`src/rtl/flash_rr_pkg.sv`:
```
package flash_rr_pkg;
    typedef enum logic [2:0] {
        ST_IDLE,
        ST_ENTER,
        ST_ADDR,
        ST_DATA,
        ST_APPLY,
        ST_DONE
    } rr_state_e;
endpackage

```
`src/rtl/rr_value_table.sv`:
```
module rr_value_table #(
    parameter int NMODES = 8,
    parameter int NREGS  = 8,
    parameter int DW     = 8,
    localparam int DEPTH = NMODES * NREGS,
    localparam int IW    = $clog2(DEPTH)
) (
    input  logic          clk,
    input  logic          we,
    input  logic [IW-1:0] waddr,
    input  logic [DW-1:0] wdata,
    input  logic [IW-1:0] raddr,
    output logic [DW-1:0] rdata
);
    logic [DW-1:0] mem_q [DEPTH];

    always_ff @(posedge clk) begin
        if (we) mem_q[waddr] <= wdata;
    end

    assign rdata = mem_q[raddr];
endmodule

```
`src/rtl/rr_addr_list.sv`:
```
module rr_addr_list #(
    parameter int NREGS = 8,
    localparam int RW   = (NREGS > 1) ? $clog2(NREGS) : 1
) (
    input  logic [RW-1:0] idx,
    output logic [7:0]    reg_addr
);
    function automatic logic [7:0] addr_of(input int k);
        case (k % 8)
            0: addr_of = 8'hCC;
            1: addr_of = 8'hBF;
            2: addr_of = 8'hAA;
            3: addr_of = 8'hAB;
            4: addr_of = 8'hCD;
            5: addr_of = 8'hAD;
            6: addr_of = 8'hAE;
            default: addr_of = 8'hAF;
        endcase
    endfunction

    logic [7:0] list_w [NREGS];

    for (genvar g = 0; g < NREGS; g++) begin : g_list
        assign list_w[g] = addr_of(g);
    end

    assign reg_addr = list_w[idx];
endmodule

```
`src/rtl/rr_seq_fsm.sv`:
```
module rr_seq_fsm
    import flash_rr_pkg::*;
#(
    parameter int NMODES = 8,
    parameter int NREGS  = 8,
    parameter int DW     = 8,
    parameter int MODE_W = 4,
    parameter logic [DW-1:0] ENTER_OP = 8'h36,
    parameter logic [DW-1:0] APPLY_OP = 8'h16,
    localparam int IW = $clog2(NMODES * NREGS),
    localparam int RW = (NREGS > 1) ? $clog2(NREGS) : 1
) (
    input  logic              clk,
    input  logic              rst_n,
    input  logic              start,
    input  logic [MODE_W-1:0] mode,
    input  logic              bus_ready,
    input  logic [DW-1:0]     tbl_rdata,
    input  logic [7:0]        reg_addr,
    output logic [IW-1:0]     tbl_raddr,
    output logic [RW-1:0]     reg_idx,
    output logic              bus_cmd_vld,
    output logic              bus_addr_vld,
    output logic              bus_data_vld,
    output logic [DW-1:0]     bus_byte,
    output logic              done,
    output logic              err
);
    localparam logic [RW-1:0] LAST_IDX = RW'(NREGS - 1);
    localparam logic [IW-1:0] NREGS_W  = IW'(NREGS);

    typedef struct packed {
        rr_state_e         state;
        logic [MODE_W-1:0] mode;
        logic [RW-1:0]     idx;
        logic              cmd;
        logic              addr;
        logic              data;
        logic [DW-1:0]     byte_o;
        logic              done;
        logic              err;
    } seq_t;

    seq_t r_q, r_d;

    always_comb begin
        r_d        = r_q;
        r_d.cmd    = 1'b0;
        r_d.addr   = 1'b0;
        r_d.data   = 1'b0;
        r_d.byte_o = '0;
        r_d.done   = 1'b0;
        r_d.err    = 1'b0;
        case (r_q.state)
            ST_IDLE: begin
                if (start) begin
                    if (32'(mode) >= NMODES) begin
                        r_d.err = 1'b1;
                    end else begin
                        r_d.mode  = mode;
                        r_d.idx   = '0;
                        r_d.state = ST_ENTER;
                    end
                end
            end
            ST_ENTER: begin
                if (bus_ready) begin
                    r_d.cmd    = 1'b1;
                    r_d.byte_o = ENTER_OP;
                    r_d.idx    = '0;
                    r_d.state  = ST_ADDR;
                end
            end
            ST_ADDR: begin
                if (bus_ready) begin
                    r_d.addr   = 1'b1;
                    r_d.byte_o = DW'(reg_addr);
                    r_d.state  = ST_DATA;
                end
            end
            ST_DATA: begin
                if (bus_ready) begin
                    r_d.data   = 1'b1;
                    r_d.byte_o = tbl_rdata;
                    if (r_q.idx == LAST_IDX) begin
                        r_d.state = ST_APPLY;
                    end else begin
                        r_d.idx   = r_q.idx + 1'b1;
                        r_d.state = ST_ADDR;
                    end
                end
            end
            ST_APPLY: begin
                if (bus_ready) begin
                    r_d.cmd    = 1'b1;
                    r_d.byte_o = APPLY_OP;
                    r_d.state  = ST_DONE;
                end
            end
            ST_DONE: begin
                r_d.done  = 1'b1;
                r_d.state = ST_IDLE;
            end
            default: r_d.state = ST_IDLE;
        endcase
    end

    always_ff @(posedge clk) begin
        if (!rst_n) begin
            r_q <= '{state: ST_IDLE, default: '0};
        end else begin
            r_q <= r_d;
        end
    end

    assign tbl_raddr    = IW'(r_q.mode) * NREGS_W + IW'(r_q.idx);
    assign reg_idx      = r_q.idx;
    assign bus_cmd_vld  = r_q.cmd;
    assign bus_addr_vld = r_q.addr;
    assign bus_data_vld = r_q.data;
    assign bus_byte     = r_q.byte_o;
    assign done         = r_q.done;
    assign err          = r_q.err;

    assert_one_strobe_R7: assert property (@(posedge clk) disable iff (!rst_n)
        $onehot0({bus_cmd_vld, bus_addr_vld, bus_data_vld}));
    assert_beat_after_ready_R7: assert property (@(posedge clk) disable iff (!rst_n)
        (bus_cmd_vld || bus_addr_vld || bus_data_vld) |-> $past(bus_ready));
    assert_no_cmd_after_addr_R2: assert property (@(posedge clk) disable iff (!rst_n)
        bus_addr_vld |=> !bus_cmd_vld);
    assert_done_single_R8: assert property (@(posedge clk) disable iff (!rst_n)
        done |=> !done);
    assert_done_after_cmd_R8: assert property (@(posedge clk) disable iff (!rst_n)
        done |-> $past(bus_cmd_vld));
    assert_err_quiet_R6: assert property (@(posedge clk) disable iff (!rst_n)
        err |=> !(bus_cmd_vld || bus_addr_vld || bus_data_vld));
endmodule

```
`src/rtl/flash_retry_seq.sv`:
```
module flash_retry_seq #(
    parameter int NMODES = 8,
    parameter int NREGS  = 8,
    parameter int DW     = 8,
    parameter int MODE_W = 4,
    localparam int IW    = $clog2(NMODES * NREGS),
    localparam int RW    = (NREGS > 1) ? $clog2(NREGS) : 1
) (
    input  logic              clk,
    input  logic              rst_n,
    input  logic              start,
    input  logic [MODE_W-1:0] mode,
    input  logic              tbl_we,
    input  logic [IW-1:0]     tbl_waddr,
    input  logic [DW-1:0]     tbl_wdata,
    input  logic              bus_ready,
    output logic              bus_cmd_vld,
    output logic              bus_addr_vld,
    output logic              bus_data_vld,
    output logic [DW-1:0]     bus_byte,
    output logic              done,
    output logic              err
);
    logic [IW-1:0] raddr_w;
    logic [DW-1:0] rdata_w;
    logic [RW-1:0] idx_w;
    logic [7:0]    reg_addr_w;

    rr_value_table #(.NMODES(NMODES), .NREGS(NREGS), .DW(DW)) u_table (
        .clk   (clk),
        .we    (tbl_we),
        .waddr (tbl_waddr),
        .wdata (tbl_wdata),
        .raddr (raddr_w),
        .rdata (rdata_w)
    );

    rr_addr_list #(.NREGS(NREGS)) u_addr (
        .idx      (idx_w),
        .reg_addr (reg_addr_w)
    );

    rr_seq_fsm #(.NMODES(NMODES), .NREGS(NREGS), .DW(DW), .MODE_W(MODE_W)) u_fsm (
        .clk          (clk),
        .rst_n        (rst_n),
        .start        (start),
        .mode         (mode),
        .bus_ready    (bus_ready),
        .tbl_rdata    (rdata_w),
        .reg_addr     (reg_addr_w),
        .tbl_raddr    (raddr_w),
        .reg_idx      (idx_w),
        .bus_cmd_vld  (bus_cmd_vld),
        .bus_addr_vld (bus_addr_vld),
        .bus_data_vld (bus_data_vld),
        .bus_byte     (bus_byte),
        .done         (done),
        .err          (err)
    );
endmodule

```
`config.mk`:
```
export PLATFORM = sky130hd
export DESIGN_NAME = flash_retry_seq
export DESIGN_NICKNAME = d
export VERILOG_FILES = /design/src/rtl/flash_rr_pkg.sv /design/src/rtl/rr_value_table.sv /design/src/rtl/rr_addr_list.sv /design/src/rtl/rr_seq_fsm.sv /design/src/rtl/flash_retry_seq.sv
export SDC_FILE = /design/constraint.sdc
export NUM_CORES = 1
export LEC_CHECK = 0
export BUFFER_PORTS_ARGS = -buffer_cell sky130_fd_sc_hd__buf_4
export CORE_UTILIZATION = 62
export CTS_CLUSTER_DIAMETER = 30
export CTS_CLUSTER_SIZE = 40
export DETAILED_ROUTE_END_ITERATION = 12
export GPL_TIMING_DRIVEN = 0
export PLACE_DENSITY_LB_ADDON = 0.05
export SYNTH_ARGS = -nofsm -noshare
export SYNTH_HDL_FRONTEND = slang
export SYNTH_SLANG_ARGS = --single-unit
```
`constraint.sdc`:
```
create_clock -name clk -period 2.4 [get_ports clk]
set_input_delay 0.12 -clock clk [delete_from_list [all_inputs] [get_ports clk]]
set_output_delay 0.12 -clock clk [all_outputs]
set_load 0.05 [all_outputs]
```
Word level (Yosys, flattened, before mapping). Memories as Yosys holds them, arrays and structs flattened. Index checks and enable logic that the tools add are counted.

Bits in read-only memories: 64. Memories: 2. Input port bits: 23. Word-level logic and storage cells: 63. Latch bits: 0. Output and inout bits: 13. Bits in registers: 23. Bits in writable memories: 512.

Memories: u_table.mem_q (words 64, bits a word 8, read ports 1, clocked after Yosys merged registers in 0, write ports 1, line rr_value_table.sv:15) `logic [DW-1:0] mem_q [DEPTH];`; (no name shown) (words 8, bits a word 8, read ports 1, clocked after Yosys merged registers in 0, write ports 0, line rr_addr_list.sv:27) `assign reg_addr = list_w[idx];`.

Equality and inequality tests: 13. Bitwise operators: 2. Multiply operators: 0. Reduce and logical (&&, ||, !) cells: 8. Shifts and indexed selects: 0. Magnitude comparators: 2. Multiplexer cells: 25. Divide/modulo/power cells: 0. $add $sub $neg: 2.

Operators with widths (count): 8-bit one-hot mux with 4 select lines (1); 8-bit two-way mux (3); 3-bit two-way mux (7); 10-bit two-way mux (2); 3-bit one-hot mux with 5 select lines (1); 2-bit != test, second input constant (7); 6-bit AND reduction (2); 3-bit == test, second input constant (3); 9-bit two-way mux (1); 3-bit one-hot mux with 3 select lines (1); 4-bit greater-or-equal comparator, second input constant (2); 6-bit by 3-bit adder with 6-bit output (1); 3-bit by 2-bit == test with 1-bit output, second input constant (2); 6-bit two-way mux (1); 3-bit AND reduction (2); 1-bit two-way mux (5); 5-bit two-way mux (1); 4-bit two-way mux (1); 3-bit NOT with 4-bit output (1); 2-bit AND reduction (2); 3-bit by 1-bit adder with 3-bit output, second input constant (1); 3-bit by 1-bit == test with 1-bit output, second input constant (1); 3-bit zero test (1); 3-bit nonzero test (1); other kinds (2) (2).

Depth between registers and ports, before layout.
Depth after elaboration: 6. Gate-level depth with buffers: 10. Gate-level depth less buffers: 7.

Modules after synthesis. A second synthesis with hierarchy kept.

Cell total of the unflattened synthesis: 1066. Area total of the unflattened synthesis: 21196.6 µm².

By module, submodules not included: rr_value_table (area an instance 20006.7 µm², cells an instance 932, times used 1, seq. area each 15374.7 µm²); rr_seq_fsm (area an instance 1132.3 µm², cells an instance 123, times used 1, seq. area each 440.4 µm²); rr_addr_list (area an instance 57.6 µm², cells an instance 11, times used 1, seq. area each 0.0 µm²).

Worst setup path after synthesis. No wires, ideal clock.

Path kind: register to register. From: reg u_fsm.r_q (netlist bit u_fsm.reg_idx[1]). To: reg u_fsm.r_q (netlist bit u_fsm.bus_byte[4]). Required time: 2.279 ns. Buffers on the path: 2. Period minus slack after synthesis: 2.022 ns. Stages on the path, launching flop included: 10. Arrival: 1.901 ns. Setup slack: 0.378 ns. Setup time: 0.121 ns. Cells stage by stage: dfxtp_1 -> buf_4 -> buf_4 -> inv_1 -> ha_1 -> nor4bb_1 -> o311ai_0 -> o21ai_0 -> nand2_1 -> a31oi_1.

Longest elaborated chain between the ends: 6. Elaborated cells on any way between the ends: 9. Those cells by class: add/sub (1); mux (5); bitwise (1); memory (2).

RTL lines: from (decl) (line rr_seq_fsm.sv:44) `seq_t r_q, r_d;`; from (signal assigned) (line rr_seq_fsm.sv:112) `r_q <= r_d;`; parallel branches: the longest is 5 deep, another holds memory read 64 x 8 bit; 8-bit one-hot mux with 4 select lines * (line rr_seq_fsm.sv:54) `case (r_q.state)`.

Every way passes the cells marked *. The select of a mux whose other input is x is not followed. A chain may end at the register's enable or synchronous reset.

Worst setup path after layout.
From: reg u_fsm.r_q (netlist bit u_fsm.reg_idx[0]). To: reg u_fsm.r_q (netlist bit u_fsm.bus_byte[3]).

The elaborated chain is that of the path after synthesis.

==> results.toml <==
[outcome]
outcome = "finished, violations left"
violations = "setup timing"

[floorplanning]
design.portCount = 36
core_sq_um = 33900
start_util_pct = 63.6
die_h_microns = 188
rows = 67
die_w_microns = 188
die_area_sq_um = 35500

[synthesis]
ys_dominant_reg_cell = "edfxtp_1"
synthXorXnorAreaFrac_pct = 0.0407
syn_inst = 1110
synth_top_area_share_pct = 71.4
synth_mux_area_share_pct = 14.4
synth_edf_count = 512
synth_cell_type_count = 62
synth-simple-area-share_pct = 5.61
synth_top_family_by_area = "multiplexers"
synthTopCellsByCount = "edfxtp_1, mux4_2, nor2_1"
ys_async_sr_fraction_pct = 0
synth_area_leaders = "edfxtp_1, mux4_2, mux4_1, dfxtp_1, nor2_1"
yosys_warnings = 0
syn_area_sq_um = 21500
synth_most_common_cell = "edfxtp_1"
syn_nets = 1139
synth_compound_gate_area_share_pct = 3.36
synth.avg_cell_area_sq_um = 19.4
seq_area_frac_synth_pct = 73.4
synthAdderAreaFrac_pct = 0.348
ys_seq_elements = 534
yosys.area.top_type = "edfxtp_1"

[final_layout]
drive_gt1_share_pct = 31.0
syn2layout_area_growth_pct = 23.5
fill_cells = 1756
fin_util_pct = 78.5
design_area_sq_um = 26600
final_nets = 1301

[setup_path]
critPathMostFrequentCell = "buf_12"
crit_path_end_kind = "flop"
crit_fanout = 10
crit_type = "flop to flop"
cp.required_ns = 2.90
critPathBufInv = 4
crit_path_start_kind = "flop"
worst_ep_arrival_time_ns = 2.91
cpLargestDelayFamily = "compound AO/OA/AOI/OAI gates"
crit_chain = "buf_12 -> buf_12 -> buf_8 -> buf_6 -> nor2_1 -> o31ai_1 -> a21oi_2 -> a211oi_1"
critical-path-slowest-cell = "o31ai_1"
critPathMaxStageDelay_ns = 0.45

[clock_network]
ctsHtreeMaxLevel = 3
clk_pin_slew_worst_paths_ns = 0.06
clock_latency_ns = 0.64
cts_tree = "built"
root_buffer = "clkbuf_16"
cts.sink_count = 534
numCtsBuffers = 101
cts.path.max_buffers = 3

[route]
post-route-drc-count = 0
drt_iter0_drc = 1971
ant_nets = 0
viasPerCell = 6.90
wl_per_cell_microns = 34.2
drt-total-wl_microns = 61800
drtPass1Iterations = 6
num_vias = 12500

[timing]
fin_crit_ns = 2.41
max_freq_ghz = 0.414
clock_skew_ns = 0.0352
rsz0062_at_grt = "yes"
post-route-worst-setup-slack_ns = -0.0138
hold_viol = 0
period_share_pct = 101
setup_viol = 4
timing.max_slew.rel_slack_pct = 19.2
worstMarginPinSlew_ns = 1.20
final-max-slew-violation-count = 0

[pwr]
p_int_uw = 20300
power.leakage_uw = 0.00868
seqPwrFrac_pct = 39.9
power_uw = 25800
switching_power_uw = 5490
clkPwrFrac_pct = 57.9
pwr-share-comb_pct = 2.1
switching_share_pct = 21.2
power_density_nw_per_um2 = 971
ir_drop_mv = 0.721

[job]
drv_cap = 0

[min_path]
hold_path.class = "primary input to flop"

[grt]
grt_pass1_vias = 12300
gr-usage-all-layers_pct = 35.8
antenna_found_initial = 1
globalRouteOverflowTotal = 0
grt_pass1_wl_microns = 87200
grt_max_degree = 65

[place]
placed_area_sq_um = 22300
gp_congestion = 0.961
portBuffers = 30
place_hpwl_microns = 36900
dp_slack_ns = -0.935
[layout by cell type (no fill, tap or decap), types with 8 or more instances in the layout]
cell / netlist / layout
edfxtp_1: 512 / 512
buf_6: 12 / 10
mux2i_1: 28 / 18
nor2b_1: 25 / 24
a21oi_1: 13 / 11
clkinv_1: 0 / 10
mux4_1: 34 / 34
o21ai_0: 14 / 8
dfxtp_1: 22 / 20
buf_4: 16 / 64
inv_6: 0 / 18
mux2i_2: 0 / 9
nand2b_1: 14 / 13
nor2_1: 82 / 82
clkinv_4: 0 / 10
mux4_2: 83 / 83
buf_12: 2 / 12
nand2_1: 47 / 47
nand3_1: 18 / 18
bufinv_16: 0 / 18
clkbuf_16: 0 / 104
a22oi_1: 17 / 14
clkbuf_1: 21 / 25
a211oi_1: 16 / 10
clkinvlp_4: 0 / 14
[final cells by class]
class / instances / area (sq um) / area share (%)
Buffer: 72 / 724 / 2.72
Sequential cell: 534 / 15800 / 59.5
Clock buffer: 112 / 2610 / 9.82
Tap cell: 448 / 561 / 2.11
Clock inverter: 79 / 1020 / 3.84
Timing Repair Buffer: 59 / 473 / 1.78
Multi-Input combinational cell: 499 / 5350 / 20.1
Inverter: 5 / 26.3 / 0.0988
Antenna cell: 1 / 2.50 / 0.00941
[registers in the layout, indices dropped and copies added, names as in the netlist]
name / flops
u_fsm.err: 1
u_fsm.bus_addr_vld: 1
u_fsm.reg_idx: 3
u_table.mem_q: 512
u_fsm.bus_data_vld: 1
u_fsm.done: 1
u_fsm.bus_byte: 8
u_fsm.bus_cmd_vld: 1
u_fsm.r_q: 6
[through the flow]
stage                     hold WS (ns)  instances  TNS (ns)
after global placement           0.391       1588     -4.08
after floorplan                  0.219       1110         0
final                           0.0359       1809   -0.0320
after detailed placement         0.394       1588     -4.12
after CTS                      0.00620       1792   -0.0441
after global routing            0.0450       1808   -0.0493
[worst min-delay path, cell delays in order]
cell and delay (ns):
buf_4 0.14, and2_1 0.22, a31oi_1 0.11
[cells by family after synthesis]
family                   Yosys count
buffers and inverters             77
AND/OR/NAND/NOR                  239
XOR/XNOR                           1
multiplexers                     151
AO/OA/AOI/OAI                    102
adder cells (fa/ha/maj)            6
flip-flops                       534
[metal layers]
layer  share of wire, %  routed length [microns]  GRT usage (%)
met1                 38                    23200           50.1
met2                 46                    28400           52.8
met3                 12                     7280           9.80
met4                4.7                     2930           17.9
met5              0.021                       13              0
[worst paths after layout]
path                            startpoint                      endpoint  slack [ns]  cells past startpoint
max          u_fsm.reg_idx[0]$_SDFFE_PN0P_  u_fsm.bus_byte[3]$_SDFF_PN0_       -0.01                      8
min                              bus_ready    u_fsm.r_q[21]$_SDFFE_PN0P_        0.04                      3
max reg2reg  u_fsm.reg_idx[0]$_SDFFE_PN0P_  u_fsm.bus_byte[3]$_SDFF_PN0_       -0.01                      8
min reg2reg  u_fsm.reg_idx[2]$_SDFFE_PN0P_    u_fsm.r_q[21]$_SDFFE_PN0P_        0.70                      2
[power by group through the flow]
| stage | combinational [uW] | sequential [uW] | clock (uW) |
|---|---|---|---|
| 6_report | 555 | 10300 | 15000 |
| 5_1_grt | 572 | 10300 | 15400 |
| 4_1_cts | 532 | 10300 | 15000 |
| 3_5_place_dp | 499 | 10500 | 0 |
| 3_3_place_gp | 487 | 10500 | 0 |
| 2_1_floorplan | 217 | 10500 | 0 |
[what timing repair did]
action / CTS / global route
endpoints found under the hold margin: 6 / 0
pin swaps: 6 / 3
resized for setup: 73 / 27
cloned: 0 / 0
endpoints found under the setup margin: 8 / 8
hold buffers: 7 / 0
buffers inserted: 6 / 16
Power figures use the tool's default switching activity.
